--- src/rtl/idd_pkg.sv ---
package idd_pkg;
  // Strobes from the sequencer to each datapath lane
  typedef struct packed {
    logic holdFirst;  // capture first sample of a pair
    logic pairDone;   // second sample of a pair is present
    logic accLoad;    // pair starts a new group: load instead of add
    logic dump;       // pair ends the group: produce output
    logic passOut;    // bypass: pass this sample to the output
  } iddCtrl_t;
endpackage

--- src/rtl/idd_ctrl.sv ---
module idd_ctrl
  import idd_pkg::*;
#(
  parameter int MAX_LOG_N = 4,
  parameter int SEL_W     = 3
) (
  input  logic             clk,
  input  logic             rstN,
  input  logic             inValid,
  input  logic             idEnable,
  input  logic [SEL_W-1:0] decSel,
  output iddCtrl_t         ctrl,
  output logic             outValid
);
  localparam int CNT_W = (MAX_LOG_N > 0) ? MAX_LOG_N : 1;

  logic             phase;
  logic [CNT_W-1:0] cnt;
  logic [CNT_W-1:0] lastCnt;
  logic [SEL_W-1:0] decSelQ;
  logic [SEL_W-1:0] logK;
  logic             restart;
  logic             take;

  always_comb begin
    logK    = (decSel > SEL_W'(MAX_LOG_N)) ? SEL_W'(MAX_LOG_N) : decSel;
    lastCnt = CNT_W'((32'd1 << logK) - 32'd1);
    restart = (decSel != decSelQ);
    take    = inValid && idEnable && !restart;
    ctrl.holdFirst = take && !phase;
    ctrl.pairDone  = take && phase;
    ctrl.accLoad   = take && phase && (cnt == '0);
    ctrl.dump      = take && phase && (cnt == lastCnt);
    ctrl.passOut   = inValid && !idEnable;
  end

  always_ff @(posedge clk) begin
    if (!rstN) begin
      phase    <= 1'b0;
      cnt      <= '0;
      decSelQ  <= '0;
      outValid <= 1'b0;
    end else begin
      decSelQ  <= decSel;
      outValid <= ctrl.dump || ctrl.passOut;
      if (restart || !idEnable) begin
        phase <= 1'b0;
        cnt   <= '0;
      end else if (take) begin
        phase <= !phase;
        if (ctrl.pairDone) cnt <= ctrl.dump ? '0 : cnt + CNT_W'(1);
      end
    end
  end

  // group position never reaches N while the selection is steady
  p_cnt_bound_r3: assert property (@(posedge clk) disable iff (!rstN)
    (!restart && idEnable) |-> (cnt <= lastCnt));

  // in integrate mode a dump pulse is never followed by another
  p_dump_gap_r6: assert property (@(posedge clk) disable iff (!rstN)
    (outValid && idEnable && $past(idEnable)) |=> !outValid);
endmodule

--- src/rtl/idd_lane.sv ---
module idd_lane
  import idd_pkg::*;
#(
  parameter int IN_W      = 8,
  parameter int OUT_W     = 10,
  parameter int MAX_LOG_N = 4,
  parameter int MAX_SHIFT = 4,
  parameter int SH_W      = 3
) (
  input  logic              clk,
  input  logic              rstN,
  input  iddCtrl_t          ctrl,
  input  logic [IN_W-1:0]   inX,
  input  logic [SH_W-1:0]   shiftSel,
  output logic [OUT_W-1:0]  outX
);
  localparam int PAIR_W = IN_W + 1;
  localparam int ACC_W  = PAIR_W + MAX_LOG_N;
  localparam int RND_W  = ACC_W + 1;
  localparam logic signed [RND_W-1:0] OUT_MAX = RND_W'((1 << (OUT_W - 1)) - 1);
  localparam logic signed [RND_W-1:0] OUT_MIN = ~OUT_MAX;

  logic        [IN_W-1:0]   holdX;
  logic signed [PAIR_W-1:0] pairSum;
  logic signed [ACC_W-1:0]  accQ;
  logic signed [ACC_W-1:0]  accNext;
  logic signed [RND_W-1:0]  accExt;
  logic signed [RND_W-1:0]  rndBias;
  logic signed [RND_W-1:0]  rounded;
  logic        [SH_W-1:0]   shAmt;
  logic        [OUT_W-1:0]  satVal;
  logic        [OUT_W-1:0]  bypassVal;

  always_comb begin
    pairSum = {holdX[IN_W-1], holdX} + {inX[IN_W-1], inX};
    accNext = {{MAX_LOG_N{pairSum[PAIR_W-1]}}, pairSum};
    if (!ctrl.accLoad) accNext = accQ + accNext;
    accExt  = {accNext[ACC_W-1], accNext};
    shAmt   = (shiftSel > SH_W'(MAX_SHIFT)) ? SH_W'(MAX_SHIFT) : shiftSel;
    rndBias = (shAmt == '0) ? '0 : (RND_W'(1) << (shAmt - SH_W'(1)));
    rounded = (accExt + rndBias) >>> shAmt;
    if (rounded > OUT_MAX)      satVal = OUT_MAX[OUT_W-1:0];
    else if (rounded < OUT_MIN) satVal = OUT_MIN[OUT_W-1:0];
    else                        satVal = rounded[OUT_W-1:0];
    bypassVal = {{(OUT_W-IN_W-1){inX[IN_W-1]}}, inX, 1'b1};
  end

  always_ff @(posedge clk) begin
    if (!rstN) begin
      holdX <= '0;
      accQ  <= '0;
      outX  <= '0;
    end else begin
      if (ctrl.holdFirst) holdX <= inX;
      if (ctrl.pairDone)  accQ  <= accNext;
      if (ctrl.dump)         outX <= satVal;
      else if (ctrl.passOut) outX <= bypassVal;
    end
  end

  // the output word moves only on a load strobe
  p_out_hold_r6: assert property (@(posedge clk) disable iff (!rstN)
    (!ctrl.dump && !ctrl.passOut) |=> $stable(outX));

  // a bypassed word carries the forced half-LSB and the input sign
  p_bypass_word_r7: assert property (@(posedge clk) disable iff (!rstN)
    ctrl.passOut |=> (outX[0] && (outX[OUT_W-1] == $past(inX[IN_W-1]))));
endmodule

--- src/rtl/idd_decimator.sv ---
module idd_decimator
  import idd_pkg::*;
#(
  parameter int IN_W      = 8,
  parameter int OUT_W     = 10,
  parameter int MAX_LOG_N = 4,
  parameter int MAX_SHIFT = 4,
  parameter int SEL_W     = 3
) (
  input  logic             clk,
  input  logic             rstN,
  input  logic             inValid,
  input  logic [IN_W-1:0]  inI,
  input  logic [IN_W-1:0]  inQ,
  input  logic             idEnable,
  input  logic [SEL_W-1:0] decSel,
  input  logic [SEL_W-1:0] shiftSel,
  output logic [OUT_W-1:0] outI,
  output logic [OUT_W-1:0] outQ,
  output logic             outValid
);
  localparam int LANES = 2;

  iddCtrl_t         ctrl;
  logic [IN_W-1:0]  laneIn  [LANES];
  logic [OUT_W-1:0] laneOut [LANES];

  assign laneIn[0] = inI;
  assign laneIn[1] = inQ;
  assign outI = laneOut[0];
  assign outQ = laneOut[1];

  idd_ctrl #(.MAX_LOG_N(MAX_LOG_N), .SEL_W(SEL_W)) u_ctrl (
    .clk(clk), .rstN(rstN), .inValid(inValid), .idEnable(idEnable),
    .decSel(decSel), .ctrl(ctrl), .outValid(outValid)
  );

  // identical lanes for I and Q
  for (genvar g = 0; g < LANES; g++) begin : g_lane
    idd_lane #(
      .IN_W(IN_W), .OUT_W(OUT_W), .MAX_LOG_N(MAX_LOG_N),
      .MAX_SHIFT(MAX_SHIFT), .SH_W(SEL_W)
    ) u_lane (
      .clk(clk), .rstN(rstN), .ctrl(ctrl), .inX(laneIn[g]),
      .shiftSel(shiftSel), .outX(laneOut[g])
    );
  end
endmodule

--- config.mk ---
export PLATFORM = sky130hd
export DESIGN_NAME = idd_decimator
export DESIGN_NICKNAME = d
export VERILOG_FILES = /design/src/rtl/idd_pkg.sv /design/src/rtl/idd_ctrl.sv /design/src/rtl/idd_lane.sv /design/src/rtl/idd_decimator.sv
export SDC_FILE = /design/constraint.sdc
export NUM_CORES = 1
export LEC_CHECK = 0
export CAP_MARGIN = 30
export CORE_MARGIN = 4
export CORE_UTILIZATION = 50
export CTS_BUF_LIST = sky130_fd_sc_hd__clkbuf_8 sky130_fd_sc_hd__clkbuf_16
export DETAILED_ROUTE_END_ITERATION = 8
export DONT_BUFFER_PORTS = 1
export GPL_TIMING_DRIVEN = 0
export PLACE_DENSITY_LB_ADDON = 0.2
export SKIP_LAST_GASP = 1
export SLEW_MARGIN = 40
export SYNTH_ARGS = -nofsm -noshare
export SYNTH_HDL_FRONTEND = slang
export SYNTH_SLANG_ARGS = --single-unit
export TNS_END_PERCENT = 1
--- constraint.sdc ---
create_clock -name clk -period 12.1 [get_ports clk]
set_input_delay 1.815 -clock clk [delete_from_list [all_inputs] [get_ports clk]]
set_output_delay 1.815 -clock clk [all_outputs]
set_load 0.05 [all_outputs]
# ---- Yosys cells after proc, flatten, opt, wreduce, memory -nomap -nowiden
# Index checks and enable logic that the tools add are counted.
dict set report classes {
  n_addsub 9
  order_cmp 6
  n_eq_ne 2
  shifts 4
  muxes 14
  bitwise_logic 1
  n_reduce_logical 17
}
# operator n
set op_table {}
lappend op_table {{two-way mux 10 bit} 8}
lappend op_table {{adder 13 x 14 -> 14 bit} 2}
lappend op_table {{greater-than comparator 14 x 10 -> 1 bit (second input constant)} 2}
lappend op_table {{< comparator 14 x 10 -> 1 bit (second input constant)} 2}
lappend op_table {{>>> shifter 14 x 3 -> 14 bit} 2}
lappend op_table {{adder 13 x 9 -> 13 bit} 2}
lappend op_table {{two-way mux 13 bit} 2}
lappend op_table {{adder 8 x 8 -> 9 bit} 2}
lappend op_table {{two-way mux 14 bit} 1}
lappend op_table {{left shift 1 x 3 -> 14 bit (first input constant)} 1}
lappend op_table {{logical AND 1 bit} 7}
lappend op_table {{greater-than comparator 3 bit (second input constant)} 2}
lappend op_table {{two-way mux 3 bit} 2}
lappend op_table {{adder 4 x 1 -> 4 bit (second input constant)} 1}
lappend op_table {{== test 4 bit} 1}
lappend op_table {{logical NOT 4 bit} 1}
lappend op_table {{two-way mux 4 bit} 1}
lappend op_table {{left shift 1 x 3 -> 4 bit (first input constant)} 1}
lappend op_table {{subtractor 4 x 1 -> 4 bit (second input constant)} 1}
lappend op_table {{logical NOT 1 bit} 3}
lappend op_table {{logical NOT 3 bit} 1}
lappend op_table {{inequality test 3 bit} 1}
lappend op_table {{subtractor 3 x 1 -> 3 bit (second input constant)} 1}
lappend op_table {{logical OR 1 bit} 2}
lappend op_table {{4 further kinds} 4}
dict set report word_totals {
  ff_bits 71
  in_bits 26
}

# ---- Depth between registers and ports, before layout
dict set report logic_depth {
  word_depth 12
  mapped_depth 26
  depth_no_buf 26
}

# ---- By module
# A second synthesis with hierarchy kept.
dict set report unflattened {
  cells_unflattened 947
  hier_area_um2 7499.7
}
# module instances cells_per_inst area_each_um2 seq_area_each_um2
set modules_own_cells {}
lappend modules_own_cells {{idd_lane (g_lane[1].u_lane)} 1 439 3515.9 620.6}
lappend modules_own_cells {{idd_lane (g_lane[0].u_lane)} 1 451 3457.1 620.6}
lappend modules_own_cells {idd_ctrl 1 57 526.8 180.2}

# ---- Worst setup path before layout
# Ideal clock, no wire load.
dict set report synth_path {
  kind {input-to-reg}
  from {input port inI[0]}
  to {register g_lane[0].u_lane.outX[1]}
  setup_time_ns 0.145
  t_arrival_ns 6.338
  required_ns 11.955
  setup_slack_ns 5.616
  stages 25
  path_cell_list {ha_1 -> inv_1 -> fa_1 -> nor2b_1 -> o2111ai_1 -> nand2_1 -> nor2_1 -> xnor2_1 -> ha_1 -> buf_2 -> a2111oi_2 -> o21ai_1 -> nand2_1 -> xor2_1 -> a21oi_1 -> ha_1 -> nor2_1 -> or3_1 -> clkbuf_1 -> o311a_1 -> a211oi_2 -> o31ai_1 -> a2111o_2 -> or3b_1 -> o211ai_1}
}
dict set report synth_via {
  elab_chain_cells 9
}
# element line
set synth_rtl {}
lappend synth_rtl {{start, declared} idd_decimator.sv:13} ;# input logic [IN_W-1:0] inI,
lappend synth_rtl {{adder 8 x 8 -> 9 bit *} idd_lane.sv:35} ;# pairSum = {holdX[IN_W-1], holdX} + {inX[IN_W-1], inX};
lappend synth_rtl {{adder 13 x 9 -> 13 bit} idd_lane.sv:37} ;# if (!ctrl.accLoad) accNext = accQ + accNext;
lappend synth_rtl {{two-way mux 13 bit *} idd_lane.sv:37}
lappend synth_rtl {{via g_lane[0].u_lane.accNext[7]} idd_lane.sv:26} ;# logic signed [ACC_W-1:0] accNext;
lappend synth_rtl {{adder 13 x 14 -> 14 bit *} idd_lane.sv:41} ;# rounded = (accExt + rndBias) >>> shAmt;
lappend synth_rtl {{>>> shifter 14 x 3 -> 14 bit *} idd_lane.sv:41}
lappend synth_rtl {{< comparator 14 x 10 -> 1 bit} idd_lane.sv:43} ;# else if (rounded < OUT_MIN) satVal = OUT_MIN[OUT_W-1:0];
lappend synth_rtl {{two-way mux 10 bit} idd_lane.sv:43}
lappend synth_rtl {{two-way mux 10 bit *} idd_lane.sv:42} ;# if (rounded > OUT_MAX) satVal = OUT_MAX[OUT_W-1:0];
lappend synth_rtl {{two-way mux 10 bit *} idd_lane.sv:56} ;# if (ctrl.dump) outX <= satVal;
lappend synth_rtl {{end signal, assigned} idd_lane.sv:56}
lappend synth_rtl {{end signal, assigned} idd_lane.sv:57} ;# else if (ctrl.passOut) outX <= bypassVal;
lappend synth_rtl {{end, declared} idd_lane.sv:15} ;# output logic [OUT_W-1:0] outX
# Mark *: on every way through the listed nets, which the timed path passes. The rest lies on a longest branch. The select of a mux whose other input is x is not followed.
# A chain may end at the register's enable or synchronous reset.

# ---- Worst setup path in the final report
dict set report layout_path {
  from {input port decSel[2]}
  to {register g_lane[1].u_lane.outX[4]}
}
dict set report layout_via {
  elab_chain_cells 12
}
# element line
set layout_rtl {}
lappend layout_rtl {{start, declared} idd_decimator.sv:16} ;# input logic [SEL_W-1:0] decSel,
lappend layout_rtl {{inequality test 3 bit *} idd_ctrl.sv:28} ;# restart = (decSel != decSelQ);
lappend layout_rtl {{logical NOT 1 bit *} idd_ctrl.sv:29} ;# take = inValid && idEnable && !restart;
lappend layout_rtl {{logical AND 1 bit *} idd_ctrl.sv:29}
lappend layout_rtl {{logical AND 1 bit * (2 in series)} idd_ctrl.sv:32} ;# ctrl.accLoad = take && phase && (cnt == '0);
lappend layout_rtl {{two-way mux 13 bit *} idd_lane.sv:37}
lappend layout_rtl {{via g_lane[1].u_lane.accNext[1]} idd_lane.sv:26}
lappend layout_rtl {{adder 13 x 14 -> 14 bit *} idd_lane.sv:41}
lappend layout_rtl {{>>> shifter 14 x 3 -> 14 bit *} idd_lane.sv:41}
lappend layout_rtl {{< comparator 14 x 10 -> 1 bit} idd_lane.sv:43}
lappend layout_rtl {{two-way mux 10 bit} idd_lane.sv:43}
lappend layout_rtl {{two-way mux 10 bit *} idd_lane.sv:42}
lappend layout_rtl {{two-way mux 10 bit *} idd_lane.sv:56}
lappend layout_rtl {{end signal, assigned} idd_lane.sv:56}
lappend layout_rtl {{end signal, assigned} idd_lane.sv:57}
lappend layout_rtl {{end, declared} idd_lane.sv:15}
# Mark *: on every way through the listed nets, which the timed path passes. The rest lies on a longest branch.

==> results.yml <==
timing:
  finalCriticalPeriod_ns: 7.181
  finalHoldViolCount: 0
  slew_headroom_pct: 43.01
  fin_crit_sh_pct: 59.35
  setup_viol: 0
  fmax_mhz: 139.2
  drv_slew: 0
  rsz0062_at_grt: "false"
  tns_ns: 0
  fin_skew_ns: 0.005526
  worst_pin_slew_ns: 0.8477
critical_path:
  cp-start-kind: "input pin"
  path_delay_family: "compound AO/OA/AOI/OAI gates"
  r2r_start: "u_ctrl.cnt[0]"
  cp-end-kind: "flop"
  r2r_setup_slack_ns: 5.99
  reg2regPathDepth: 21
  slowest_delay_ns: 0.54
  r2r-end: "g_lane[0].u_lane.outX[7]"
  crit_chain: "xor2_1, nor4b_4, nand2_2, buf_1, buf_2, buf_1, a21oi_1, inv_1, fa_1, nor2b_1, o21a_1, o21a_1, o21ai_0, a211o_1, o211a_1, a21oi_1, o21ai_0, a311oi_1, o41ai_2, a221oi_1"
  worstSetupPathType: "in -> reg"
  cpMaxStageDelayCell: "nor4b_4"
  worst_ep_required_time_ns: 12.35
  crit_buf_inv: 4
  cp-startpoint: "decSel[2]"
  worstPathArrival_ns: 7.43
  critPathMaxFanout: 10
cts:
  cts_tree: "done"
  ctsHtreeMaxLevel: 3
  ctsResizeCount: 0
  cts_buffers: 9
  root_buffer: "clkbuf_16"
  clk_latency_ns: 0.35
  post_cts_buffers: 0
  clk_pin_slew_ns: 0.06
  clock-sinks: 71
  cts_hold_buf: 0
  clk_path_buf_depth: 2
hold_path:
  min_from: "g_lane[1].u_lane.accQ[6]"
  hold_depth: 2
  hold_path_end: "g_lane[1].u_lane.accQ[6]"
  hp-class: "reg -> reg"
synthesis:
  yosysSeqAreaShare_pct: 20.56
  async_flop_share_pct: 0
  synth_top_area_cell: "dfxtp_1"
  ys_ff_latch: 71
  ys_warn_count: 0
  synth.avg_cell_area_sq_um: 7.748
  synth_edf_count: 0
  synth_top_cells_by_count: "nor2_1, a21oi_1, nand2_1"
  yosysMostFrequentCell: "nor2_1"
  ys_types: 85
  synthFlopType: "dfxtp_1"
  synthCells: 892
  synth_area_leaders: "dfxtp_1, ha_1, mux2i_1"
  netlist_area_sq_um: 6912
  yosys.area.top_type_share_pct: 20.56
route:
  ant_nets: 0
  drc: 0
  drtIter0Drc: 665
  dr.pass1.iters: 7
  wl_per_cell_um: 18.56
  via_count: 6645
  routed_wl_um: 20140
  viasPerCell: 6.124
finish:
  diodes: 0
  drive_gt1_share_pct: 5.941
  areaGrowthSynthToFinish_pct: 8.617
  n_fill_cell: 1291
  nets: 999
  post-route-util_pct: 56.02
job:
  maxCapViolations: 0
power:
  peakVddDrop_mv: 0.08184
  leakage_nw: 3.026
  powerDensity_nw_per_um2: 103.7
global_route:
  grt_pass1_vias: 6136
  grt_max_degree: 13
  grt_usage_pct: 25.48
  gr-total-overflow: 0
  grt_pass1_wl_um: 32370
  grt_antenna_before_repair: 0
floorplan:
  fp.dieW_um: 125.6
  num_rows: 42
  die_area_sq_um: 15770
  ios: 47
  die_h_um: 125.6
  start_util_pct: 51.58
  design.core.area_sq_um: 13400
placed_design:
  place_congestion: 0.9575
  hpwl_um: 15360
  portBuffers: 0
run_status:
  status: "completed"
-- power by group --
group | internal (mW) | total, mW | switching (mW)
Sequential | 0.240 | 0.259 | 0.0192
Combinational | 0.0739 | 0.196 | 0.122
Clock | 0.213 | 0.323 | 0.110
Total | 0.527 | 0.778 | 0.252
-- final cells by class --
type	instances	area [sq um]	area share [%]
Multi-Input combinational cell	751	5231	69.68
Sequential cell	71	1421	18.93
Clock buffer	11	252.7	3.367
Tap cell	176	220.2	2.933
Buffer	40	161.4	2.150
Inverter	31	116.4	1.550
Clock inverter	5	103.9	1.383
-- worst reg2reg max path, cell delays in order (launching register included) --
cell and delay (ns):
dfxtp_1 0.44, inv_1 0.09, ha_1 0.19, nor3b_1 0.16
nand2_2 0.18, buf_1 0.44, buf_2 0.40, buf_1 0.59
a21oi_1 0.26, ha_1 0.36, a211oi_1 0.31, o21ai_1 0.16
a2111oi_0 0.36, or3_1 0.16, clkbuf_1 0.25, nor2_1 0.06
nor4b_1 0.15, a211oi_2 0.42, o31ai_1 0.14, a2111o_2 0.58
a32oi_1 0.20, o21ai_1 0.08
-- stage by stage --
| step | total power, mW | std cells | area, sq um | setup slack [ns] | hold slack, ns |
|---|---|---|---|---|---|
| after floorplan | 0.4134 | 893 | 6915 | 5.616 | 0.4406 |
| final | 0.7783 | 1085 | 7507 | 4.919 | 0.4650 |
| after detailed placement | 0.4561 | 1069 | 7143 | 4.548 | 0.4590 |
| after global routing | 0.8141 | 1085 | 7507 | 4.545 | 0.5023 |
| after global placement | 0.4546 | 1069 | 7136 | 4.542 | 0.4524 |
| after CTS | 0.7817 | 1085 | 7500 | 4.904 | 0.4675 |
-- flip-flops by register name (all words and copies together) (netlist names) --
name                 flops
u_ctrl.cnt               4
u_ctrl.decSelQ           3
u_ctrl.outValid          1
g_lane.u_lane.outX      20
g_lane.u_lane.holdX     16
g_lane.u_lane.accQ      26
u_ctrl.phase             1
-- layer usage --
metal | vias to the layer above | global-route usage (%) | wire [um]
met5 | - | 0 | 0
met4 | 0 | 9.375 | 608
met3 | 32 | 5.032 | 1396
met2 | 242 | 41.10 | 9042
met1 | 3083 | 33.80 | 9091
li1 | 3288 | - | -
-- kinds of logic after synthesis --
family	Yosys count	share of synthesized area (%)
and+or+nand+nor	309	21.67
AOI/OAI and AO/OA	276	27.46
DFF	71	20.56
buffers and inverters	71	4.019
adders and majority gates	69	13.14
muxes	48	7.024
xor gates and xnor gates	47	6.065
other	1	0.05426
-- worst max-delay path by stage --
stage	to	slack, ns	cells past startpoint
4_1_cts	g_lane[0].u_lane.outX[4]	4.90	19
5_1_grt	g_lane[1].u_lane.outX[3]	4.55	20
3_5_place_dp	g_lane[0].u_lane.outX[4]	4.55	19
3_3_place_gp	g_lane[0].u_lane.outX[3]	4.54	19
2_1_floorplan	g_lane[0].u_lane.outX[1]	5.62	25
6_report	g_lane[1].u_lane.outX[4]	4.92	20
-- placed cells by master (no fill, tap or decap), drive strengths merged, types with 5 or more instances in the layout --
master  Yosys  routed
a211oi     19      19
a21o       15      15
a21oi      75      75
a221oi      6       6
a311oi      5       5
a31oi      12      12
and2       16      16
and3        8       8
buf         8       8
clkbuf     32      43
dfxtp      71      71
fa          6       6
ha         63      63
inv        30      30
mux2i      44      44
nand2      75      75
nand2b      8       8
nand3      15      15
nand3b      5       5
nor2      111     111
nor2b      21      21
nor3       19      19
nor4        8       8
o211ai     11      11
o21a       15      15
o21ai      58      58
o21bai      5       5
o311a       5       5
o31ai       8       8
or3         7       7
xnor2      27      27
xor2       20      20
Power figures use the tool's default switching activity.
